$ cat src/rtl/irqc_pkg.sv
package irqc_pkg;
    localparam int REG_W    = 8;
    localparam int NUM_SRC  = 6;

    localparam int L_PAGE   = 1;
    localparam int L_PDF    = 2;
    localparam int L_ACK    = 3;
    localparam int L_LINK   = 4;
    localparam int L_RFLT   = 5;
    localparam int L_ENERGY = 7;

    localparam int CTRL_ENERGY_BIT = 1;
    localparam int CTRL_ALT_BIT    = 6;

    localparam logic [REG_W-1:0] IMPL_MASK = 8'hBE;
    // Synchronised level and flag value after reset: only energy detect starts high.
    localparam logic [REG_W-1:0] LANE_RST  = 8'h80;

    typedef enum logic [1:0] {
        SEL_FLAG = 2'd0,
        SEL_MASK = 2'd1,
        SEL_CTRL = 2'd2,
        SEL_NONE = 2'd3
    } reg_sel_e;

    typedef struct packed {
        logic [REG_W-1:0] lvl;
        logic [REG_W-1:0] rise;
        logic [REG_W-1:0] fall;
    } src_view_t;

    typedef struct packed {
        logic [REG_W-1:0] set;
        logic [REG_W-1:0] clr;
        logic [REG_W-1:0] idle;
    } evt_t;

    // Source index (port order) to register lane.
    function automatic int lane_of(input int idx);
        case (idx)
            0:       return L_PAGE;
            1:       return L_PDF;
            2:       return L_ACK;
            3:       return L_LINK;
            4:       return L_RFLT;
            default: return L_ENERGY;
        endcase
    endfunction
endpackage

$ cat src/rtl/irqc_sync.sv
module irqc_sync #(
    parameter int N                 = 6,
    parameter int STAGES            = 2,
    parameter logic [N-1:0] RST_VAL = '0
) (
    input  logic         clk,
    input  logic         rst,
    input  logic [N-1:0] din,
    output logic [N-1:0] lvl,
    output logic [N-1:0] rise,
    output logic [N-1:0] fall
);
    for (genvar i = 0; i < N; i++) begin : g_bit
        logic [STAGES-1:0] chain;
        logic              prev;
        always_ff @(posedge clk) begin
            if (rst) begin
                chain <= {STAGES{RST_VAL[i]}};
                prev  <= RST_VAL[i];
            end else begin
                chain <= {chain[STAGES-2:0], din[i]};
                prev  <= chain[STAGES-1];
            end
        end
        assign lvl[i]  = chain[STAGES-1];
        assign rise[i] = chain[STAGES-1] & ~prev;
        assign fall[i] = ~chain[STAGES-1] & prev;
    end
endmodule

$ cat src/rtl/irqc_event_map.sv
module irqc_event_map
    import irqc_pkg::*;
(
    input  src_view_t view,
    input  logic      rd_flags,
    input  logic      rd_stat_basic,
    input  logic      rd_stat_expan,
    input  logic      anneg_restart,
    output evt_t      ev
);
    logic link_lost;

    always_comb begin
        link_lost = view.fall[L_LINK];
        ev        = '0;

        ev.set[L_ENERGY]  = view.rise[L_ENERGY];
        ev.clr[L_ENERGY]  = view.fall[L_ENERGY] | rd_flags;
        ev.idle[L_ENERGY] = ~view.lvl[L_ENERGY];

        ev.set[L_RFLT]    = view.rise[L_RFLT];
        ev.clr[L_RFLT]    = view.fall[L_RFLT] | rd_stat_basic | rd_flags;
        ev.idle[L_RFLT]   = ~view.lvl[L_RFLT];

        ev.set[L_LINK]    = link_lost;
        ev.clr[L_LINK]    = rd_stat_basic | rd_flags;
        ev.idle[L_LINK]   = view.lvl[L_LINK];

        ev.set[L_ACK]     = view.rise[L_ACK];
        ev.clr[L_ACK]     = view.fall[L_ACK] | rd_flags;
        ev.idle[L_ACK]    = ~view.lvl[L_ACK];

        ev.set[L_PDF]     = view.rise[L_PDF];
        ev.clr[L_PDF]     = view.fall[L_PDF] | rd_stat_expan | rd_flags
                          | anneg_restart | link_lost;
        ev.idle[L_PDF]    = ~view.lvl[L_PDF];

        ev.set[L_PAGE]    = view.rise[L_PAGE];
        ev.clr[L_PAGE]    = view.fall[L_PAGE] | rd_stat_expan | rd_flags
                          | anneg_restart | link_lost;
        ev.idle[L_PAGE]   = ~view.lvl[L_PAGE];
    end
endmodule

$ cat src/rtl/irqc_flag_cell.sv
module irqc_flag_cell #(
    parameter logic RST_VAL = 1'b0
) (
    input  logic clk,
    input  logic rst,
    input  logic set_ev,
    input  logic clr_ev,
    input  logic alt_mode,
    input  logic recheck,
    input  logic idle,
    output logic flag
);
    always_ff @(posedge clk) begin
        if (rst) begin
            flag <= RST_VAL;
        end else if (set_ev) begin
            flag <= 1'b1;                 // a set never loses to a clear
        end else if (!alt_mode && clr_ev) begin
            flag <= 1'b0;
        end else if (alt_mode && recheck && idle) begin
            flag <= 1'b0;
        end
    end
endmodule

$ cat src/rtl/irq_status_ctrl.sv
module irq_status_ctrl
    import irqc_pkg::*;
#(
    parameter int SYNC_STAGES = 2
) (
    input  logic             clk,
    input  logic             rst,
    input  logic             stat_energy,
    input  logic             stat_rfault,
    input  logic             stat_link_up,
    input  logic             stat_lp_ack,
    input  logic             stat_pd_fault,
    input  logic             stat_page_rx,
    input  logic             anneg_restart,
    input  logic             rd_stat_basic,
    input  logic             rd_stat_expan,
    input  logic             reg_rd,
    input  logic             reg_wr,
    input  logic [1:0]       reg_sel,
    input  logic [REG_W-1:0] reg_wdata,
    output logic [REG_W-1:0] reg_rdata,
    output logic             irq_n
);
    localparam logic [NUM_SRC-1:0] SRC_RST = LANE_RST[L_ENERGY] << (NUM_SRC-1);

    logic [NUM_SRC-1:0] src_in, s_lvl, s_rise, s_fall;
    src_view_t          view;
    evt_t               ev;
    logic [REG_W-1:0]   flag_q, mask_q, recheck_vec;
    logic               alt_q, rd_flags;
    reg_sel_e           sel;

    assign sel    = reg_sel_e'(reg_sel);
    assign src_in = {stat_energy, stat_rfault, stat_link_up,
                     stat_lp_ack, stat_pd_fault, stat_page_rx};

    irqc_sync #(.N(NUM_SRC), .STAGES(SYNC_STAGES), .RST_VAL(SRC_RST)) u_sync (
        .clk(clk), .rst(rst), .din(src_in),
        .lvl(s_lvl), .rise(s_rise), .fall(s_fall)
    );

    always_comb begin
        view = '0;
        for (int i = 0; i < NUM_SRC; i++) begin
            view.lvl[lane_of(i)]  = s_lvl[i];
            view.rise[lane_of(i)] = s_rise[i];
            view.fall[lane_of(i)] = s_fall[i];
        end
    end

    assign rd_flags = reg_rd && (sel == SEL_FLAG);

    irqc_event_map u_map (
        .view(view), .rd_flags(rd_flags), .rd_stat_basic(rd_stat_basic),
        .rd_stat_expan(rd_stat_expan), .anneg_restart(anneg_restart), .ev(ev)
    );

    assign recheck_vec = (reg_wr && sel == SEL_FLAG && alt_q) ? reg_wdata : '0;

    for (genvar l = 0; l < REG_W; l++) begin : g_lane
        if (IMPL_MASK[l]) begin : g_impl
            irqc_flag_cell #(.RST_VAL(LANE_RST[l])) u_cell (
                .clk(clk), .rst(rst), .set_ev(ev.set[l]), .clr_ev(ev.clr[l]),
                .alt_mode(alt_q), .recheck(recheck_vec[l]), .idle(ev.idle[l]),
                .flag(flag_q[l])
            );
        end else begin : g_none
            assign flag_q[l] = 1'b0;
        end
    end

    always_ff @(posedge clk) begin
        if (rst) begin
            mask_q <= '0;
            alt_q  <= 1'b0;
        end else if (reg_wr) begin
            if (sel == SEL_MASK) mask_q <= reg_wdata & IMPL_MASK;
            if (sel == SEL_CTRL) alt_q  <= reg_wdata[CTRL_ALT_BIT];
        end
    end

    always_comb begin
        reg_rdata = '0;
        case (sel)
            SEL_FLAG: reg_rdata = flag_q;
            SEL_MASK: reg_rdata = mask_q;
            SEL_CTRL: begin
                reg_rdata[CTRL_ALT_BIT]    = alt_q;
                reg_rdata[CTRL_ENERGY_BIT] = view.lvl[L_ENERGY];
            end
            default:  reg_rdata = '0;
        endcase
    end

    assign irq_n = ~|(flag_q & mask_q);
endmodule

$ cat config.mk
export PLATFORM = sky130hd
export DESIGN_NAME = irq_status_ctrl
export DESIGN_NICKNAME = d
export VERILOG_FILES = /design/src/rtl/irqc_pkg.sv /design/src/rtl/irqc_sync.sv /design/src/rtl/irqc_event_map.sv /design/src/rtl/irqc_flag_cell.sv /design/src/rtl/irq_status_ctrl.sv
export SDC_FILE = /design/constraint.sdc
export NUM_CORES = 1
export LEC_CHECK = 0
export BUFFER_PORTS_ARGS = -buffer_cell sky130_fd_sc_hd__buf_2
export CAP_MARGIN = 20
export CORE_UTILIZATION = 45
export CTS_CLUSTER_SIZE = 16
export DETAILED_ROUTE_END_ITERATION = 8
export GPL_TIMING_DRIVEN = 0
export PLACE_DENSITY = 0.69
export RECOVER_POWER = 25
export SLEW_MARGIN = 0
export SYNTH_ARGS = -nofsm -noshare
export SYNTH_HDL_FRONTEND = slang
export SYNTH_SLANG_ARGS = --single-unit
$ cat constraint.sdc
create_clock -name clk -period 1.7 [get_ports clk]
set_input_delay 0.17 -clock clk [delete_from_list [all_inputs] [get_ports clk]]
set_output_delay 0.17 -clock clk [all_outputs]
set_load 0.03 [all_outputs]
==> flow_summary.json, run 1 <==
{
  "status": "completed",
  "grt_pass1_vias": 945,
  "first_pass_iters": 4,
  "grt_use_met2": 0.294,
  "coreArea_sq_mm": 0.00259,
  "holdBufCountCts": 0,
  "gr-total-overflow": 0,
  "grtUsageTotal": 0.180,
  "multi_input_comb_area_sq_um": 598,
  "seq_area_frac_synth": 0.484,
  "syn_area_sq_mm": 0.00128,
  "dieArea_sq_mm": 0.00306,
  "yosys.area_share.simple": 0.244,
  "dp_hpwl_um": 1890,
  "synth_fa_ha_area_frac": 0,
  "leakage_nw": 0.702,
  "gr-usage-met3": 0.0656,
  "antenna_found_initial": 0,
  "area_growth_pct": 19.5,
  "critPathRequiredTime_ns": 1.53,
  "drv_cap": 0,
  "synth_edf_count": 0,
  "initial_core_util": 0.495,
  "maxSlewViolCount": 0,
  "slowest_stage": "dfxtp_1",
  "period_needed_ns": 1.56,
  "ys_seq_elements": 31,
  "clkSinkCount": 31,
  "cp-end-kind": "output pin",
  "vias_per_cell": 5.11,
  "slew_headroom": 0.559,
  "layout.cells.non_filler": 197,
  "antenna_cells": 0,
  "nNetsFinal": 189,
  "grt_max_degree": 11,
  "syn_inst": 130,
  "crit_fanout": 3,
  "whs_ns": 0.0277,
  "routed_wl_um": 2520,
  "insertion_delay_ns": 0.33,
  "place_inst": 189,
  "critPathMaxStageDelay_ns": 0.34,
  "cts_setup_buffers": 0,
  "tightest_slew_ns": 0.652,
  "fin_total_pwr_mw": 1.40,
  "drive_above_1_share": 0.275,
  "final-seq-area_sq_um": 621,
  "cts-htree-levels": 2,
  "drtIter0Drc": 54,
  "hold_class": "input pin to flip-flop",
  "synth_cell_types": 40,
  "finish.utilization": 0.591,
  "chipWidth_um": 55.4,
  "port_buffers": 29,
  "synth.area.mux_share": 0.102,
  "async_flop_share": 0,
  "clk_pin_slew_worst_paths_ns": 0.09,
  "use_met1": 0.218,
  "synth_nets": 153,
  "setup_tns_ns": 0,
  "die_h_um": 55.4,
  "synth_flop_cell": "dfxtp_1",
  "synth_warnings": 0,
  "worstPathArrival_ns": 1.39,
  "synth_xor_area_frac": 0,
  "grt-busiest-layer": "met2",
  "rows": 18,
  "drc": 0,
  "grt_setup_unrepaired": "no",
  "cts.path.max_buffers": 2,
  "place_congestion": 0.800,
  "cts_tree": "built",
  "syn_avg_cell_area_sq_um": 9.86,
  "ir_worst_vdd_uv": 703,
  "synth_top_family_by_area": "simple AND/OR/NAND/NOR gates",
  "hold_viol": 0,
  "vias": 1007,
  "ios": 32,
  "cts_buffers": 5,
  "grt_pass1_wl_um": 4230,
  "power_density_mw_per_mm2": 914,
  "wire_per_inst_um": 12.8,
  "cts_root_buf": "clkbuf_4",
  "fill_cells": 238,
  "worstSetupStartpointType": "flip-flop",
  "fin_skew_ns": 0.00983,
  "crit_type": "flip-flop to output pin",
  "setup_violations": 0,
  "path_cells": "a22oi_1 -> nand2_1 -> a221oi_1 -> buf_2",
  "ant_nets": 0,
  "period_share": 0.920,
  "cts_resized": 0,
  "fmax_mhz": 640,
  "synth_compound_area_frac": 0.118
}
[synth_stat cells (all sizes together) (2+ instances only)]
cell type | number | share of area
dfxtp | 31 | 0.48
nor2 | 18 | 0.053
nor2b | 16 | 0.078
mux2i | 13 | 0.10
inv | 6 | 0.018
buf | 5 | 0.025
a22oi | 3 | 0.018
nand3b | 3 | 0.021
or2 | 3 | 0.015
a21oi | 2 | 0.0078
clkbuf | 2 | 0.0059
nand2b | 2 | 0.0098
nor4b | 2 | 0.014
o2bb2ai | 2 | 0.014
[layer usage]
metal  part of all wire  vias up
met2               0.48       29
li1                   -      519
met1               0.46      457
met5                  0        -
met3              0.051        2
met4             0.0083        0
[sequential cells by signal (all words and copies together) (netlist names)]
register and cells:
mask_q 6, g_lane.g_impl.u_cell.flag 6, u_sync.g_bit.prev 6, u_sync.g_bit.chain 12, alt_q 1
[stage by stage]
step / setup WS [ns] / instance area [sq um]
after global routing: 0.0330 / 1530
after CTS: 0.0943 / 1530
after floorplan: 0.232 / 1280
after global placement: 0.318 / 1460
final: 0.136 / 1530
after detailed placement: 0.227 / 1460
[path summary, 6_finish.rpt]
| check | depth (start not counted) | end | slack, ns | from |
|---|---|---|---|---|
| max reg2reg | 4 | g_lane[4].g_impl.u_cell.flag$_SDFFE_PP0P_ | 0.15 | alt_q$_SDFFE_PP0P_ |
| min | 2 | u_sync.g_bit[5].chain[0]$_SDFF_PP1_ | 0.03 | stat_energy |
| min reg2reg | 1 | u_sync.g_bit[5].chain[1]$_SDFF_PP1_ | 0.42 | u_sync.g_bit[5].chain[0]$_SDFF_PP1_ |
| max | 4 | irq_n | 0.14 | g_lane[4].g_impl.u_cell.flag$_SDFFE_PP0P_ |
[worst max-delay path, delay by kind of cell (launching register included)]
kind / cells / cell delay [ns]
AOI/OAI and AO/OA: 2 / 0.42
DFF: 1 / 0.34
buffers and inverters: 1 / 0.25
and+or+nand+nor: 1 / 0.07
[logic make-up (layout without fill, tap and decap cells)]
logic type             Yosys count  after routing
AND/OR/NAND/NOR                 53             53
multiplexers                    13             13
other                            1              1
AO/OA/AOI/OAI                   19             19
flip-flops                      31             31
buffers and inverters           13             50
[cell type report]
type	instances	area share
flip-flops and latches	31	0.405
multi-input cells	86	0.391
repair buffers	29	0.0940
clock buffers	8	0.0449
plain buffers	7	0.0261
well taps	30	0.0245
inverters	6	0.0147
[layout by cell type, fill, tap and decap left out, types with 2 or more instances in the layout]
cell type,count
o2bb2ai_1,2
a22oi_1,3
nand2b_1,2
clkbuf_8,2
dfxtp_1,31
mux2i_1,13
nor4b_1,2
nand3b_1,2
inv_1,6
or2_2,3
nor2_1,18
a21oi_1,2
clkbuf_4,5
clkbuf_1,4
nor2b_1,16
buf_2,30
[power by group]
part	internal, mW	total [mW]	switching [mW]
combinational	0.0721	0.154	0.0819
sequential	0.755	0.770	0.0159
clock	0.243	0.475	0.232
Power figures use the tool's default switching activity.
==> run 2, diff against run 1 <==
--- a/config.mk
+++ b/config.mk
@@ -7,12 +7,15 @@
 export LEC_CHECK = 0
 export BUFFER_PORTS_ARGS = -buffer_cell sky130_fd_sc_hd__buf_2
 export CAP_MARGIN = 20
-export CORE_UTILIZATION = 45
+export CELL_PAD_IN_SITES_DETAIL_PLACEMENT = 1
+export CELL_PAD_IN_SITES_GLOBAL_PLACEMENT = 2
+export CORE_UTILIZATION = 31
 export CTS_CLUSTER_SIZE = 16
 export DETAILED_ROUTE_END_ITERATION = 8
 export GPL_TIMING_DRIVEN = 0
-export PLACE_DENSITY = 0.69
+export PLACE_DENSITY_LB_ADDON = 0.1
 export RECOVER_POWER = 25
+export REMOVE_ABC_BUFFERS = 1
 export SLEW_MARGIN = 0
 export SYNTH_ARGS = -nofsm -noshare
 export SYNTH_HDL_FRONTEND = slang
==> run 2 against run 1 <==
Compared with the run above: routed wire length increased by 17%; count of clock-buffer cells in the layout decreased by 2; combinational power decreased by 5%; sequential share of layout area increased by 0.32 points; total power increased by 2.9%; flip-flop and latch count unchanged; largest cell class unchanged; die area increased by 43%; sequential power increased by 0.5%; global-route usage decreased by 2.3 points.
==> flow_summary.json, run 2 (same netlist as run 1, synthesis figures left out) <==
{
  "ant_nets": 0,
  "largest_register_ffs": 12,
  "ir_worst_vdd_uv": 362,
  "area_growth_pct": 18.8,
  "antenna_cells": 0,
  "die_h_um": 66.3,
  "grt_pass1_wl_um": 4890,
  "grt_max_degree": 33,
  "chipWidth_um": 66.3,
  "critPathMaxStageDelay_ns": 0.33,
  "cts_setup_buffers": 0,
  "setup_tns_ns": 0,
  "cts-htree-levels": 2,
  "maxSlewViolCount": 0,
  "grt_pass1_vias": 1014,
  "period_share": 0.871,
  "clk_pin_slew_worst_paths_ns": 0.06,
  "dp_slack_ns": 0.213,
  "gr-total-overflow": 0,
  "slowest_stage": "dfxtp_1",
  "nNetsFinal": 182,
  "hold_class": "input pin to flip-flop",
  "drtIter0Drc": 27,
  "coreArea_sq_mm": 0.00397,
  "cp-end-kind": "output pin",
  "cts_tree": "built",
  "drc": 0,
  "insertion_delay_ns": 0.27,
  "final_cell_mix": "dfxtp_1, buf_2, nor2_1",
  "status": "completed",
  "layout.cells.non_filler": 208,
  "vias": 998,
  "dp_hpwl_um": 2070,
  "crit_fanout": 3,
  "fin_total_pwr_mw": 1.44,
  "setup_violations": 0,
  "ios": 32,
  "holdBufCountCts": 0,
  "power_density_mw_per_mm2": 946,
  "place_inst": 202,
  "cts.path.max_buffers": 2,
  "rows": 23,
  "regMostFlops": "u_sync.g_bit.chain",
  "final_common_cell": "dfxtp_1",
  "clkSinkCount": 31,
  "setup_ws_ns": 0.218,
  "tightest_slew_ns": 0.563,
  "fin_skew_ns": 0.00416,
  "crit_type": "flip-flop to output pin",
  "vias_per_cell": 4.80,
  "grt_setup_unrepaired": "no",
  "port_buffers": 29,
  "dieArea_sq_mm": 0.00439,
  "initial_core_util": 0.323,
  "cts_root_buf": "clkbuf_8",
  "cts_buffers": 5,
  "grtUsageTotal": 0.156,
  "worstPathArrival_ns": 1.31,
  "drv_cap": 0,
  "worstSetupStartpointType": "flip-flop",
  "routed_wl_um": 2940,
  "critPathRequiredTime_ns": 1.53,
  "drive_above_1_share": 0.266,
  "path_cells": "a22oi_1 -> nand2_1 -> a221oi_1 -> buf_2",
  "fmax_mhz": 675,
  "leakage_nw": 0.681,
  "wire_per_inst_um": 14.1,
  "period_needed_ns": 1.48,
  "place_congestion": 0.701,
  "hold_viol": 0,
  "slew_headroom": 0.625,
  "antenna_found_initial": 0,
  "first_pass_iters": 4
}
run 2: cell count changes in the layout (fill, tap and decap cells not counted), sizes merged:
cell    change
buf         -4
clkbuf      -5
run 2: worst paths after layout:
| path | start | to | slack, ns | depth (start not counted) |
|---|---|---|---|---|
| max | g_lane[5].g_impl.u_cell.flag$_SDFFE_PP0P_ | irq_n | 0.22 | 4 |
| max reg2reg | alt_q$_SDFFE_PP0P_ | g_lane[4].g_impl.u_cell.flag$_SDFFE_PP0P_ | 0.32 | 3 |
| min | stat_energy | u_sync.g_bit[5].chain[0]$_SDFF_PP1_ | 0.08 | 2 |
| min reg2reg | u_sync.g_bit[5].chain[0]$_SDFF_PP1_ | u_sync.g_bit[5].chain[1]$_SDFF_PP1_ | 0.41 | 1 |
run 2: worst max-delay path: cells and delay by family (launching register included):
kind	cells	cell delay (ns)
compound gates	2	0.39
buf+inv	1	0.24
flops	1	0.33
simple gates	1	0.08
run 2: through the flow:
stage               hold slack, ns  instance area [sq um]  utilization
floorplan                    0.237                   1240            -
global placement             0.352                   1450        0.365
global route                0.0878                   1520        0.383
detailed placement           0.366                   1450        0.365
CTS                         0.0740                   1520        0.383
finish                      0.0819                   1520        0.383
run 2: repair_timing:
action / CTS / global route
gates resized for setup: 0 / 1
setup endpoints to repair: 0 / 1
endpoints found under the hold margin: 0 / 0
run 2: area by class of cell:
| cell class | count | area, sq um |
|---|---|---|
| clock buffers | 6 | 72.6 |
| fillers | 472 | 2450 |
| inverters | 6 | 22.5 |
| multi-input cells | 86 | 598 |
| flip-flops and latches | 31 | 622 |
| well taps | 50 | 62.6 |
| repair buffers | 29 | 145 |
run 2: per-layer routing:
metal  up-vias  GRT usage  routed length [um]
met1       461      0.210                1500
met3         4     0.0466                 139
met5         -          0                   0
li1        504          -                   -
met2        29      0.219                1250
met4         0     0.0851                  55
run 2: report_power, final:
group | switching [mW] | internal [mW] | total (mW)
clock network | 0.248 | 0.272 | 0.520
registers | 0.0183 | 0.756 | 0.774
logic | 0.0797 | 0.0664 | 0.146
==> run 3, diff against run 2 <==
--- a/config.mk
+++ b/config.mk
@@ -13,6 +13,7 @@
 export CTS_CLUSTER_SIZE = 16
 export DETAILED_ROUTE_END_ITERATION = 8
 export GPL_TIMING_DRIVEN = 0
+export MAX_ROUTING_LAYER = met4
 export PLACE_DENSITY_LB_ADDON = 0.1
 export RECOVER_POWER = 25
 export REMOVE_ABC_BUFFERS = 1
==> run 3 against run 2 <==
Compared with the run above: total power about the same; first-iteration DRC count up 3.7%; critical endpoint unchanged; setup slack worse by 0.0084 ns; sequential power about the same; utilization unchanged; critical path depth unchanged; die area unchanged; final cell count unchanged; register-to-register slack about the same; clock power about the same; highest routed layer unchanged.
==> flow_summary.json, run 3 (same netlist as run 1, synthesis figures left out) <==
{
  "comb_power_share": 0.101,
  "rows": 23,
  "grtUsageTotal": 0.160,
  "crit_type": "flip-flop to output pin",
  "ant_nets": 0,
  "worstSetupStartpointType": "flip-flop",
  "leakage_nw": 0.681,
  "critPathMaxStageDelay_ns": 0.33,
  "slowest_stage": "dfxtp_1",
  "port_buffers": 29,
  "wire_per_inst_um": 14.1,
  "drc": 0,
  "cts_root_buf": "clkbuf_8",
  "fill_cells": 472,
  "cp-end-kind": "output pin",
  "power_density_mw_per_mm2": 946,
  "regMostFlops": "u_sync.g_bit.chain",
  "swShare": 0.240,
  "drive_above_1_share": 0.266,
  "whs_ns": 0.0819,
  "place_congestion": 0.709,
  "antenna_cells": 0,
  "slew_headroom": 0.626,
  "nNetsFinal": 182,
  "antenna_found_initial": 0,
  "coreArea_sq_mm": 0.00397,
  "vias": 1000,
  "initial_core_util": 0.323,
  "drv_cap": 0,
  "setup_violations": 0,
  "grt_setup_unrepaired": "no",
  "clk_pin_slew_worst_paths_ns": 0.06,
  "gr-total-overflow": 0,
  "period_share": 0.876,
  "cp-startpoint": "g_lane[5].g_impl.u_cell.flag$_SDFFE_PP0P_",
  "reg2reg_depth": 3,
  "min_from": "stat_energy",
  "hold_class": "input pin to flip-flop",
  "power.switching_mw": 0.345,
  "grt_pass1_vias": 1016,
  "vias_per_cell": 4.81,
  "largest_register_ffs": 12,
  "cts_buffers": 5,
  "ios": 32,
  "final_cell_mix": "dfxtp_1, buf_2, nor2_1",
  "regToRegSetupSlack_ns": 0.32,
  "period_needed_ns": 1.49,
  "first_pass_iters": 4,
  "critPathRequiredTime_ns": 1.53,
  "drtIter0Drc": 28,
  "endpoint": "irq_n",
  "fin_total_pwr_mw": 1.44,
  "insertion_delay_ns": 0.27,
  "hold_viol": 0,
  "grt_pass1_wl_um": 4880,
  "fin_skew_ns": 0.00416,
  "area_growth_pct": 18.8,
  "cts_tree": "built",
  "crit_fanout": 3,
  "die_h_um": 66.3,
  "crit-reg2reg-launch": "alt_q$_SDFFE_PP0P_",
  "chipWidth_um": 66.3,
  "tightest_slew_ns": 0.561,
  "cts.path.max_buffers": 2,
  "holdBufCountCts": 0,
  "final_common_cell": "dfxtp_1",
  "maxSlewViolCount": 0,
  "ir_worst_vdd_uv": 362,
  "routed_wl_um": 2940,
  "cts-htree-levels": 2,
  "setup_tns_ns": 0,
  "dieArea_sq_mm": 0.00439,
  "clkPwrFrac": 0.361,
  "cellInternalPower_mw": 1.09,
  "clkSinkCount": 31,
  "worstPathArrival_ns": 1.32,
  "r2r_end": "g_lane[4].g_impl.u_cell.flag$_SDFFE_PP0P_",
  "fmax_mhz": 671,
  "dp_hpwl_um": 2070,
  "grt_max_degree": 33,
  "p_seq_frac": 0.538,
  "status": "completed",
  "path_cells": "a22oi_1 -> nand2_1 -> a221oi_1 -> buf_2"
}
-- run 3: worst max-delay path: cells and delay by family (launching register included) --
kind                   cells  cell delay [ns]
AOI/OAI and AO/OA          2             0.39
DFF                        1             0.33
buffers and inverters      1             0.24
and+or+nand+nor            1             0.08
-- run 3: worst min path at each step --
stage	end	slack, ns	cells past startpoint
3_5_place_dp	u_sync.g_bit[5].chain[0]$_SDFF_PP1_	0.37	2
4_1_cts	u_sync.g_bit[5].chain[0]$_SDFF_PP1_	0.07	2
3_3_place_gp	u_sync.g_bit[5].chain[0]$_SDFF_PP1_	0.35	2
2_1_floorplan	u_sync.g_bit[2].prev$_SDFF_PP0_	0.24	1
5_1_grt	u_sync.g_bit[5].chain[0]$_SDFF_PP1_	0.09	2
6_report	u_sync.g_bit[5].chain[0]$_SDFF_PP1_	0.08	2
-- run 3: through the flow --
step / std cells / setup WS (ns) / utilization / area (sq um)
finish: 208 / 0.210 / 0.383 / 1520
global placement: 202 / 0.241 / 0.365 / 1450
global route: 208 / 0.0372 / 0.383 / 1520
floorplan: 123 / 0.232 / - / 1240
CTS: 208 / 0.0954 / 0.383 / 1520
detailed placement: 202 / 0.213 / 0.365 / 1450
-- run 3: what timing repair did --
item,CTS,global route
hold endpoints to repair,0,0
gates resized for setup,0,1
buffers inserted,0,0
setup endpoints to repair,0,1
-- run 3: area by class of cell --
class / count / area, sq um / share of cell area
flip-flops and latches: 31 / 622 / 0.408
clock buffers: 6 / 72.6 / 0.0477
well taps: 50 / 62.6 / 0.0411
repair buffers: 29 / 145 / 0.0953
multi-input cells: 86 / 598 / 0.393
inverters: 6 / 22.5 / 0.0148
-- run 3: power groups by stage --
stage	clock [mW]	sequential, mW	combinational [mW]
final	0.520	0.774	0.146
after CTS	0.543	0.774	0.149
after global routing	0.569	0.778	0.164
after global placement	0	0.789	0.144
after detailed placement	0	0.790	0.148
after floorplan	0	0.784	0.0833
-- run 3: metal layers --
layer  share of wire  routed length, um  vias to the layer above  global-route usage
met5               0                  0                        -                   -
met4           0.019                 55                        0              0.0851
met3           0.047                139                        4              0.0466
met2            0.43               1260                       29               0.222
met1            0.50               1480                      463               0.206
li1                -                  -                      504                   -
